<file path="src/rtl/dgt_pkg.sv">
package dgt_pkg;
  // strobes issued by the control unit to the datapath
  typedef struct packed {
    logic launch;     // start conversion counter, stop skew timer
    logic skewStart;  // first group captured, start skew timer
    logic ovrInc;     // a start edge was ignored during busy
  } dgtStrobe_t;

  typedef enum logic [1:0] {
    ST_IDLE,
    ST_WAIT_A,
    ST_WAIT_B,
    ST_BUSY
  } dgtState_t;
endpackage

</file>
<file path="src/rtl/dgt_datapath.sv">
module dgt_datapath
  import dgt_pkg::*;
#(
  parameter int CONV_CYCLES = 160,
  parameter int SKEW_MAX    = 100,
  parameter int OVR_W       = 4,
  parameter int SYNC_STAGES = 2
) (
  input  logic             clk,
  input  logic             rstN,
  input  logic             startA,
  input  logic             startB,
  input  dgtStrobe_t       strobe,
  output logic             edgeA,
  output logic             edgeB,
  output logic             convDone,
  output logic             skewExpired,
  output logic [OVR_W-1:0] ovrCount
);
  localparam int CONV_W = $clog2(CONV_CYCLES + 1);
  localparam int SKEW_W = $clog2(SKEW_MAX + 1);
  localparam logic [OVR_W-1:0] OVR_MAX = '1;

  logic [1:0] startVec;
  logic [1:0] edgeVec;
  assign startVec = {startB, startA};

  for (genvar g = 0; g < 2; g++) begin : gSync
    logic [SYNC_STAGES-1:0] shiftQ;
    logic                   prevQ;
    always_ff @(posedge clk or negedge rstN) begin
      if (!rstN) begin
        shiftQ <= '0;
        prevQ  <= 1'b0;
      end else begin
        shiftQ <= {shiftQ[SYNC_STAGES-2:0], startVec[g]};
        prevQ  <= shiftQ[SYNC_STAGES-1];
      end
    end
    assign edgeVec[g] = shiftQ[SYNC_STAGES-1] & ~prevQ;
  end

  assign edgeA = edgeVec[0];
  assign edgeB = edgeVec[1];

  // conversion time counter
  logic              convActive;
  logic [CONV_W-1:0] convCnt;
  assign convDone = convActive && (convCnt == CONV_W'(CONV_CYCLES - 1));

  always_ff @(posedge clk or negedge rstN) begin
    if (!rstN) begin
      convActive <= 1'b0;
      convCnt    <= '0;
    end else if (strobe.launch) begin
      convActive <= 1'b1;
      convCnt    <= '0;
    end else if (convDone) begin
      convActive <= 1'b0;
    end else if (convActive) begin
      convCnt <= convCnt + 1'b1;
    end
  end

  // skew timer between the two group edges, saturating at the limit
  logic              skewActive;
  logic [SKEW_W-1:0] skewCnt;
  assign skewExpired = skewActive && (skewCnt == SKEW_W'(SKEW_MAX));

  always_ff @(posedge clk or negedge rstN) begin
    if (!rstN) begin
      skewActive <= 1'b0;
      skewCnt    <= '0;
    end else if (strobe.launch) begin
      skewActive <= 1'b0;
    end else if (strobe.skewStart) begin
      skewActive <= 1'b1;
      skewCnt    <= '0;
    end else if (skewActive && !skewExpired) begin
      skewCnt <= skewCnt + 1'b1;
    end
  end

  // saturating overrun counter
  always_ff @(posedge clk or negedge rstN) begin
    if (!rstN) begin
      ovrCount <= '0;
    end else if (strobe.ovrInc && ovrCount != OVR_MAX) begin
      ovrCount <= ovrCount + 1'b1;
    end
  end


  conv_bound_chk: assert property (@(posedge clk) disable iff (!rstN)
    convActive |-> (convCnt < CONV_W'(CONV_CYCLES)));


  skew_bound_chk: assert property (@(posedge clk) disable iff (!rstN)
    skewActive |-> (skewCnt <= SKEW_W'(SKEW_MAX)));


  ovr_sat_chk: assert property (@(posedge clk) disable iff (!rstN)
    (ovrCount == OVR_MAX) |=> (ovrCount == OVR_MAX));


  ovr_step_chk: assert property (@(posedge clk) disable iff (!rstN)
    !strobe.ovrInc |=> $stable(ovrCount));
endmodule

</file>
<file path="src/rtl/dgt_control.sv">
module dgt_control
  import dgt_pkg::*;
(
  input  logic       clk,
  input  logic       rstN,
  input  logic       ovsEn,
  input  logic       edgeA,
  input  logic       edgeB,
  input  logic       convDone,
  input  logic       skewExpired,
  output dgtStrobe_t strobe,
  output logic       holdA,
  output logic       holdB,
  output logic       busy,
  output logic       convReq,
  output logic       skewErr
);
  dgtState_t state, stateNxt;
  logic holdANxt, holdBNxt, convReqNxt;
  logic jointTrig;

  assign jointTrig = (edgeA && edgeB) || (ovsEn && (edgeA || edgeB));
  assign busy      = (state == ST_BUSY);

  always_comb begin
    stateNxt   = state;
    holdANxt   = holdA;
    holdBNxt   = holdB;
    convReqNxt = 1'b0;
    strobe     = '0;
    unique case (state)
      ST_IDLE: begin
        if (jointTrig) begin
          holdANxt      = 1'b1;
          holdBNxt      = 1'b1;
          convReqNxt    = 1'b1;
          strobe.launch = 1'b1;
          stateNxt      = ST_BUSY;
        end else if (edgeA) begin
          holdANxt         = 1'b1;
          strobe.skewStart = 1'b1;
          stateNxt         = ST_WAIT_B;
        end else if (edgeB) begin
          holdBNxt         = 1'b1;
          strobe.skewStart = 1'b1;
          stateNxt         = ST_WAIT_A;
        end
      end
      ST_WAIT_B: begin
        if (edgeB) begin
          holdBNxt      = 1'b1;
          convReqNxt    = 1'b1;
          strobe.launch = 1'b1;
          stateNxt      = ST_BUSY;
        end
      end
      ST_WAIT_A: begin
        if (edgeA) begin
          holdANxt      = 1'b1;
          convReqNxt    = 1'b1;
          strobe.launch = 1'b1;
          stateNxt      = ST_BUSY;
        end
      end
      ST_BUSY: begin
        strobe.ovrInc = edgeA || edgeB;
        if (convDone) begin
          holdANxt = 1'b0;
          holdBNxt = 1'b0;
          stateNxt = ST_IDLE;
        end
      end
      default: stateNxt = ST_IDLE;
    endcase
  end

  always_ff @(posedge clk or negedge rstN) begin
    if (!rstN) begin
      state   <= ST_IDLE;
      holdA   <= 1'b0;
      holdB   <= 1'b0;
      convReq <= 1'b0;
      skewErr <= 1'b0;
    end else begin
      state   <= stateNxt;
      holdA   <= holdANxt;
      holdB   <= holdBNxt;
      convReq <= convReqNxt;
      skewErr <= skewErr | skewExpired;
    end
  end


  busy_req_chk: assert property (@(posedge clk) disable iff (!rstN)
    $rose(busy) |-> convReq);


  req_pulse_chk: assert property (@(posedge clk) disable iff (!rstN)
    convReq |=> !convReq);


  track_return_chk: assert property (@(posedge clk) disable iff (!rstN)
    $fell(busy) |-> (!holdA && !holdB));


  hold_in_busy_chk: assert property (@(posedge clk) disable iff (!rstN)
    busy |-> (holdA && holdB));


  skew_sticky_chk: assert property (@(posedge clk) disable iff (!rstN)
    skewErr |=> skewErr);
endmodule

</file>
<file path="src/rtl/dual_group_trigger.sv">
module dual_group_trigger
  import dgt_pkg::*;
#(
  parameter int CONV_CYCLES = 160,
  parameter int SKEW_MAX    = 100,
  parameter int OVR_W       = 4
) (
  input  logic             clk,
  input  logic             rstN,
  input  logic             startA,
  input  logic             startB,
  input  logic             ovsEn,
  output logic             holdA,
  output logic             holdB,
  output logic             busy,
  output logic             convReq,
  output logic             skewErr,
  output logic [OVR_W-1:0] ovrCount
);
  dgtStrobe_t strobe;
  logic edgeA, edgeB, convDone, skewExpired;

  dgt_datapath #(
    .CONV_CYCLES(CONV_CYCLES),
    .SKEW_MAX   (SKEW_MAX),
    .OVR_W      (OVR_W),
    .SYNC_STAGES(2)
  ) u_datapath (
    .clk        (clk),
    .rstN       (rstN),
    .startA     (startA),
    .startB     (startB),
    .strobe     (strobe),
    .edgeA      (edgeA),
    .edgeB      (edgeB),
    .convDone   (convDone),
    .skewExpired(skewExpired),
    .ovrCount   (ovrCount)
  );

  dgt_control u_control (
    .clk        (clk),
    .rstN       (rstN),
    .ovsEn      (ovsEn),
    .edgeA      (edgeA),
    .edgeB      (edgeB),
    .convDone   (convDone),
    .skewExpired(skewExpired),
    .strobe     (strobe),
    .holdA      (holdA),
    .holdB      (holdB),
    .busy       (busy),
    .convReq    (convReq),
    .skewErr    (skewErr)
  );
endmodule

</file>
<file path="config.mk">
export PLATFORM = sky130hd
export DESIGN_NAME = dual_group_trigger
export DESIGN_NICKNAME = d
export VERILOG_FILES = /design/src/rtl/dgt_pkg.sv /design/src/rtl/dgt_datapath.sv /design/src/rtl/dgt_control.sv /design/src/rtl/dual_group_trigger.sv
export SDC_FILE = /design/constraint.sdc
export NUM_CORES = 1
export LEC_CHECK = 0
export BUFFER_PORTS_ARGS = -buffer_cell sky130_fd_sc_hd__buf_2
export CORE_MARGIN = 2
export CORE_UTILIZATION = 50
export DETAILED_ROUTE_END_ITERATION = 12
export PLACE_DENSITY = 0.68
export SETUP_SLACK_MARGIN = 0.05
export SYNTH_ARGS = -nofsm -noshare
export SYNTH_HDL_FRONTEND = slang
export SYNTH_SLANG_ARGS = --single-unit
</file>
<file path="constraint.sdc">
create_clock -name clk -period 2.2 [get_ports clk]
set_input_delay 0.44 -clock clk [delete_from_list [all_inputs] [get_ports clk]]
set_output_delay 0.44 -clock clk [all_outputs]
set_load 0.02 [all_outputs]
</file>
======== After elaboration in Yosys (flattened, before gate mapping) ========
Index checks and enable logic that the tools add are counted.
operators by class
  add/sub/neg operators ................... 3
  equality and inequality tests ........... 12
  muxes and demuxes ....................... 31
  bitwise logic cells ..................... 6
  reductions and logical operators ........ 21
operators by type and width
  cell                                           count
  2-to-1 mux 8 bit                               3
  2-to-1 mux 1 bit                               16
  2-to-1 mux 7 bit                               2
  2-to-1 mux 2 bit                               6
  case mux 1 bit (3 select lines)                3
  adder 8 x 1 -> 8 bit, second input constant    1
  equality test 8 bit, second input constant     1
  != test 2 x 1 -> 1 bit, second input constant  4
  case mux 2 bit (4 select lines)                1
  nonzero test 2 bit                             4
  adder 7 x 1 -> 7 bit, second input constant    1
  equality test 7 bit, second input constant     1
  logical AND 1 bit                              6
  AND reduction 2 bit                            3
  nonzero test 3 bit                             2
  adder 4 x 1 -> 4 bit, second input constant    1
  equality test 2 bit, second input constant     2
  != test 4 x 1 -> 1 bit, second input constant  1
  != test 4 bit, second input constant           1
  AND reduction 4 bit                            1
  != test 3 bit, second input constant           1
  inverter 1 bit                                 3
  AND reduction 3 bit                            1
  AND 1 bit                                      2
  other kinds (5)                                6
word-level totals
  bits in registers ....................... 33
  bits of input ports ..................... 5
  output and inout port bits .............. 9
  logic and storage cells ................. 87

======== Depth between registers and ports, before layout ========
Gate-level depths: netlist of run 1.
  depth in word-level cells ............... 9
  mapped depth ............................ 7
  gate-level depth less buffers ........... 7

======== Modules after synthesis ========
A second synthesis of run 1 with hierarchy kept.
unflattened totals
  cells, all modules ...................... 173
  area, all modules ....................... 1806.7 um^2
by module, submodules not included
  module        times used  cells an instance  area each (um^2)  seq. area each (um^2)
  dgt_datapath  1           125                1350.0            675.6
  dgt_control   1           48                 456.7             150.1

======== Worst setup path after synthesis of run 1 ========
OpenSTA, ideal clock, no wires.
  kind .................................... register -> register
  start ................................... register u_control.state[0]
  end ..................................... register u_datapath.skewCnt[2]
  library setup time ...................... 0.099 ns
  arrival ................................. 1.820 ns
  data required time ...................... 2.101 ns
  path slack .............................. 0.281 ns
  stages on the path, launching flop included .. 7
  buffers on the path ..................... 0
  clock period less this slack ............ 1.919 ns
  path through ............................ dfrtp_1 > ha_1 > nor2b_1 > nand3_1 > o211ai_2 > or3b_4 > o311ai_4
on the way
  longest elaborated chain between the ends .. 4
  elaborated cells between the ends (all ways) .. 9
  those cells by class .................... eq/ne: 2; mux: 3; bitwise: 1; reduce/logical: 3
RTL lines
  item                                                                 line                RTL
  start, declared                                                      dgt_control.sv:18   dgtState_t state, stateNxt;
  start signal, assigned                                               dgt_control.sv:85   state <= stateNxt;
  equality test 2 x 1 -> 1 bit, or another cell as far along           dgt_control.sv:31   unique case (state)
  case mux 1 bit (3 select lines) or 2-to-1 mux 1 bit (tied branches)  dgt_control.sv:31
  inverter 1 bit (no line) or nonzero test 2 bit (tied branches)       -
  AND reduction 2 bit (no line)                                        -
  end signal, assigned                                                 dgt_datapath.sv:80  skewCnt <= skewCnt + 1'b1;
  end, declared                                                        dgt_datapath.sv:67  logic [SKEW_W-1:0] skewCnt;
Several ways; a longest one is shown, not always the timed one.
A chain may end at the register's enable or synchronous reset.

======== Worst setup path after layout of run 1 ========
  start ................................... register u_control.state[0]
  end ..................................... register u_datapath.skewCnt[3]
The elaborated chain is that of the path after synthesis.

==> flow_metrics.tcl, run 1 <==
set metrics [dict create \
    drv_slew 0 \
    netlist_instances 162 \
    rrSetupSlack_ns 0.29 \
    worstPathArrival_ns 2.14 \
    grt_pass1_vias 1234 \
    combPwrFrac 0.154 \
    netlist_area_mm2 0.00174 \
    startpoint_type "register" \
    drc_errors 0 \
    ctsHoldBuffers 0 \
    rsz0062_at_grt "no" \
    dp_hpwl_um 2250 \
    io_buffers 13 \
    leakagePower_uw 0.000894 \
    cpPeakStageDelay_ns 0.46 \
    grt_pass1_wl_um 5440 \
    die_area_mm2 0.00396 \
    grt-ovfl-total 0 \
    synthTopCellsByCount "dfrtp_1 (33), a21oi_1 (15), inv_1 (11)" \
    crit_fanout 5 \
    wl_per_cell_um 13.3 \
    syn_nets 177 \
    grt_max_degree 34 \
    status "complete, no violations" \
    min_period_over_period 0.868 \
    synth_most_common_cell "dfrtp_1" \
    hold_class "input port to asynchronous set/reset pin" \
    setup_viol 0 \
    fmax_mhz 524 \
    cpLargestDelayFamily "simple AND/OR/NAND/NOR gates" \
    slew_headroom 0.528 \
    skew_ns 0.0131 \
    power.switching_uw 362 \
    ys_ff_latch 33 \
    p_clk_frac 0.302 \
    crit_buf_inv 1 \
    path_class "register to register" \
    yosys.area.top_type_share 0.476 \
    syn_area_per_cell_um2 10.7 \
    p_per_area_mw_per_mm2 661 \
    grt_usage 0.174 \
    num_rows 21 \
    slowest_stage "or3b_4" \
    power_uw 1280 \
    clk_path_buf_depth 2 \
    first_iter_violations 92 \
    cts.clk_slew.worst_paths_ns 0.11 \
    drv_cap 0 \
    ys_async_sr_fraction 1.00 \
    fillCellCount 301 \
    synth_area_leaders "dfrtp_1 (48%), ha_1 (7.2%), a21oi_1 (4.3%)" \
    cts_htree_levels 2 \
    synthDistinctLibCells 40 \
    initial_core_util 0.520 \
    yosys_warnings 0 \
    vias 1264 \
    synth-edff-count 0 \
    cts_tree "built" \
    die_width_um 62.9 \
    fin_nets 197 \
    cts_root_buffer "clkbuf_4" \
    p_int_uw 916 \
    synthFlopType "dfrtp_1" \
    worstSkewPairLatency_ns 0.33 \
    finalHoldViolations 0 \
    antenna_found_initial 0 \
    first_pass_iters 4 \
    p_seq_frac 0.544 \
    min_period_ns 1.91 \
    yosysSeqAreaShare 0.476 \
    required_ns 2.43 \
    cts_buffers 5 \
    avgViaCountPerCell 5.52 \
    ant_nets 0 \
    n_antenna_cell 0 \
    die_h_um 62.9 \
    drive_above_1_share 0.219 \
    fin_setup_tns_ns 0 \
    post_cts_resized 0 \
    peakVddDrop_v 0.000398 \
    crit_path_end_kind "register" \
    post-cts-setup-buffer-count 0 \
    switching_share 0.283 \
    synth_largest_area_cell "dfrtp_1" \
    pin_count 14 \
    drt_wl_total_um 3050 \
    dp.cells 221 \
    clock-sinks 33 \
    area_growth_pct 11.3 \
    gp_congestion 0.776 \
    worst_pin_slew_ns 0.707 \
    fin_cells 229 \
    path_cells "inv_1, ha_1, nor2b_1, nand3_1, o211ai_2, or3b_4, o31ai_2" \
    core_area_mm2 0.00334 \
]
## stage by stage
step           setup WS (ns)  hold WS (ns)  area, um2  utilization
5_1_grt                0.175         0.185       1930        0.579
4_1_cts                0.276         0.165       1930        0.579
2_1_floorplan          0.281         0.144       1740            -
6_report               0.291         0.149       1930        0.579
3_5_place_dp           0.287         0.336       1860        0.558
3_3_place_gp           0.392         0.333       1860        0.558
## logic make-up after synthesis
logic type,Yosys count,synth area share
AOI/OAI and AO/OA,39,0.161
DFF,33,0.476
buffers and inverters,12,0.0259
xor gates and xnor gates,7,0.0353
and+or+nand+nor,55,0.193
muxes,6,0.0367
adders and majority gates,10,0.0720
## area by class of cell
class	instances	area [um2]	area share
well taps	46	57.6	0.0298
clock buffers	7	65.1	0.0337
clock inverters	1	5.00	0.00259
repair buffers	14	72.6	0.0375
multi-input cells	117	866	0.448
inverters	11	41.3	0.0214
flip-flops and latches	33	826	0.427
## layer usage
metal / GRT usage / vias to the layer above / share of wire
met5: 0 / - / 0
met4: 0.0500 / 0 / 0.0059
met3: 0.0486 / 4 / 0.037
met2: 0.301 / 30 / 0.50
met1: 0.210 / 608 / 0.45
li1: - / 622 / -
## sequential cells by signal (all words and copies together), names as in the netlist
name                     count
u_datapath.gSync.prevQ       2
u_control.holdA              1
u_control.state              2
u_datapath.skewActive        1
u_control.convReq            1
u_control.holdB              1
u_datapath.ovrCount          4
u_datapath.convActive        1
u_datapath.skewCnt           7
u_datapath.gSync.shiftQ      4
u_control.skewErr            1
u_datapath.convCnt           8
## cells in the final DEF, fill, tap and decap left out, types with 2 or more instances in the layout
cell and n:
nor2b_4 2, clkbuf_8 2, and3_1 3, a21oi_1 15, ha_1 10, and4_1 2, nand4_1 4, nor2b_1 2
nand2b_1 5, or2_2 2, buf_2 13, a31oi_1 2, o211ai_2 2, mux2_2 3, dfrtp_1 33, clkbuf_4 5
xor2_1 4, or3_1 3, xnor2_1 3, nand2_1 9, o22ai_1 3, nor2_1 7, mux2i_1 3, o21ai_0 7
inv_1 11, o31ai_2 2, nand3_1 9
## worst register-to-register path: cells and delay by family (launching register included)
family,cells,cell delay [ns]
buf+inv,1,0.10
fa+ha+maj,1,0.24
flops,1,0.42
simple gates,3,0.74
compound gates,2,0.32
## worst paths after layout
kind / start / endpoint / cells after the start
worst min register to register: u_datapath.gSync[1].shiftQ[0] / u_datapath.gSync[1].shiftQ[1] / 0
worst min-delay path: rstN / u_datapath.convCnt[0] / 1
max in group asynchronous: rstN / u_datapath.gSync[1].shiftQ[1] / 1
worst max register to register: u_control.state[0] / u_datapath.skewCnt[3] / 7
min in group clk: startB / u_datapath.gSync[1].shiftQ[0] / 1
worst max-delay path: u_control.state[0] / u_datapath.skewCnt[3] / 7
## power by group through the flow
stage                     registers [uW]  clock network [uW]  logic, uW
final                                696                 386        196
after global routing                 705                 435        219
after CTS                            698                 398        201
after detailed placement             710                   0        200
after global placement               703                   0        191
after floorplan                      749                   0       80.4
Power figures use the tool's default switching activity.
==> run 2: changes to the inputs <==
--- a/config.mk
+++ b/config.mk
@@ -5,11 +5,10 @@
 export SDC_FILE = /design/constraint.sdc
 export NUM_CORES = 1
 export LEC_CHECK = 0
-export BUFFER_PORTS_ARGS = -buffer_cell sky130_fd_sc_hd__buf_2
 export CORE_MARGIN = 2
 export CORE_UTILIZATION = 50
 export DETAILED_ROUTE_END_ITERATION = 12
-export PLACE_DENSITY = 0.68
+export DONT_BUFFER_PORTS = 1
 export SETUP_SLACK_MARGIN = 0.05
 export SYNTH_ARGS = -nofsm -noshare
 export SYNTH_HDL_FRONTEND = slang
==> run 2 against run 1 <==
  * Clock-buffer cell count unchanged
  * Die area stayed put
  * Non-clock buffer count down 10
  * Highest routed layer unchanged
  * Worst setup slack got worse by 0.022 ns
  * First-iteration DRC count decreased by 55%
  * Worst hold slack worse by 0.0012 ns
  * Routed wire length increased by 2.3%
  * Fmax fell by 1.1%
==> flow_metrics.tcl, run 2 (synthesized netlist as in run 1, its figures left out) <==
set metrics [dict create \
    ant_nets 0 \
    min_period_over_period 0.878 \
    cts_htree_levels 2 \
    area_growth_pct 8.86 \
    min_period_ns 1.93 \
    top_register "u_datapath.convCnt" \
    multi_input_area_um2 866 \
    r2r-end "u_datapath.skewCnt[2]" \
    rrSetupSlack_ns 0.27 \
    fillCellCount 305 \
    final_cell_area_mm2 0.00189 \
    leakagePower_uw 0.000846 \
    drt_wl_total_um 3120 \
    avgViaCountPerCell 5.66 \
    post_cts_resized 0 \
    vias 1233 \
    antenna_found_initial 0 \
    peakVddDrop_v 0.000418 \
    drive_above_1_share 0.157 \
    die_area_mm2 0.00396 \
    p_per_area_mw_per_mm2 635 \
    setup_viol 0 \
    reg2reg_from "u_control.state[0]" \
    drc_errors 0 \
    n_antenna_cell 0 \
    grt-ovfl-total 0 \
    crit_fanout 5 \
    grt_pass1_wl_um 5800 \
    finalHoldViolations 0 \
    clock-sinks 33 \
    cts_tree "built" \
    status "complete, no violations" \
    die_width_um 62.9 \
    drv_cap 0 \
    num_rows 21 \
    pin_count 14 \
    path_class "register to register" \
    first_iter_violations 41 \
    largest_reg_flops 8 \
    io_buffers 0 \
    skew_ns 0.0187 \
    largestRegisters "u_datapath.convCnt: 8 flops, u_datapath.skewCnt: 7 flops" \
    fin_nets 187 \
    holdPathStages 0 \
    drv_slew 0 \
    grt_pass1_vias 1353 \
    min_to "u_datapath.gSync[0].shiftQ[0]" \
    slew_headroom 0.742 \
    grt_usage 0.185 \
    dp_hpwl_um 2280 \
    cts.clk_slew.worst_paths_ns 0.11 \
    die_h_um 62.9 \
    required_ns 2.44 \
    seqCellArea_um2 826 \
    final_cell_mix "dfrtp_1 (33), a21oi_1 (15), inv_1 (11)" \
    post-cts-setup-buffer-count 0 \
    dpl_cell_area_mm2 0.00181 \
    worstSkewPairLatency_ns 0.33 \
    wl_per_cell_um 14.3 \
    worst-r2r-cell-count 7 \
    initial_core_util 0.520 \
    cts_buffers 5 \
    gp_congestion 0.819 \
    crit_path_end_kind "register" \
    hold_class "input port to register" \
    power_uw 1200 \
    fmax_mhz 518 \
    rsz0062_at_grt "no" \
    core_area_mm2 0.00334 \
    startpoint_type "register" \
    fin_setup_tns_ns 0 \
    worstPathArrival_ns 2.17 \
    hold_path_startpoint "startA" \
    grt_max_degree 34 \
    clk_path_buf_depth 2 \
    worst_pin_slew_ns 0.387 \
    layout_commonest_cell "dfrtp_1" \
    first_pass_iters 4 \
    cts_root_buffer "clkbuf_4" \
]
==> run 2: timing repair <==
action / in CTS / in global routing
endpoints found under the setup margin: 0 / 0
hold endpoints to repair: 33 / 0
hold buffers: 2 / 0
==> run 2: power breakdown <==
group	switching [uW]	leakage [uW]	total (uW)	internal [uW]
registers	98.7	0.000392	749	650
logic	52.0	0.000422	108	56.5
clock network	192	0.0000314	343	151
==> run 2: stage by stage <==
stage | worst slack [ns] | hold slack (ns) | utilization | std cells
2_1_floorplan | 0.281 | 0.144 | - | 162
3_3_place_gp | 0.383 | 0.145 | 0.541 | 209
3_5_place_dp | 0.290 | 0.145 | 0.541 | 209
4_1_cts | 0.280 | 0.125 | 0.567 | 218
5_1_grt | 0.147 | 0.111 | 0.567 | 218
6_report | 0.269 | 0.147 | 0.567 | 218
==> run 2: how the worst max path moves through the flow <==
stage / start / to / slack [ns] / cells after the start
floorplan: u_control.state[0] / u_datapath.skewCnt[2] / 0.28 / 6
global placement: u_control.state[0] / u_datapath.skewCnt[2] / 0.38 / 7
detailed placement: u_control.state[0] / u_datapath.skewCnt[2] / 0.29 / 7
CTS: u_control.state[0] / u_datapath.skewCnt[2] / 0.28 / 7
global route: u_control.state[0] / u_datapath.skewCnt[2] / 0.15 / 7
finish: u_control.state[0] / u_datapath.skewCnt[2] / 0.27 / 7
==> run 2: critical path: stages, from the launching register on <==
cell and delay, ns:
dfrtp_1 0.43, inv_1 0.11, ha_1 0.25, nor2b_1 0.17, nand3_1 0.11, o211ai_2 0.10, or3b_4 0.46, o311ai_4 0.22
==> run 2: area by class of cell <==
cell class | count | share of cell area
multi-input cells | 117 | 0.458
flip-flops and latches | 33 | 0.437
well taps | 46 | 0.0304
repair buffers | 4 | 0.0238
clock buffers | 7 | 0.0291
inverters | 11 | 0.0218
==> run 2: per-layer routing <==
layer  vias to the layer above  wire, um  track usage
met1                       596      1390        0.219
met4                         0        41       0.0806
li1                        603         -            -
met3                         4       136       0.0541
met5                         -         0            0
met2                        30      1550        0.310
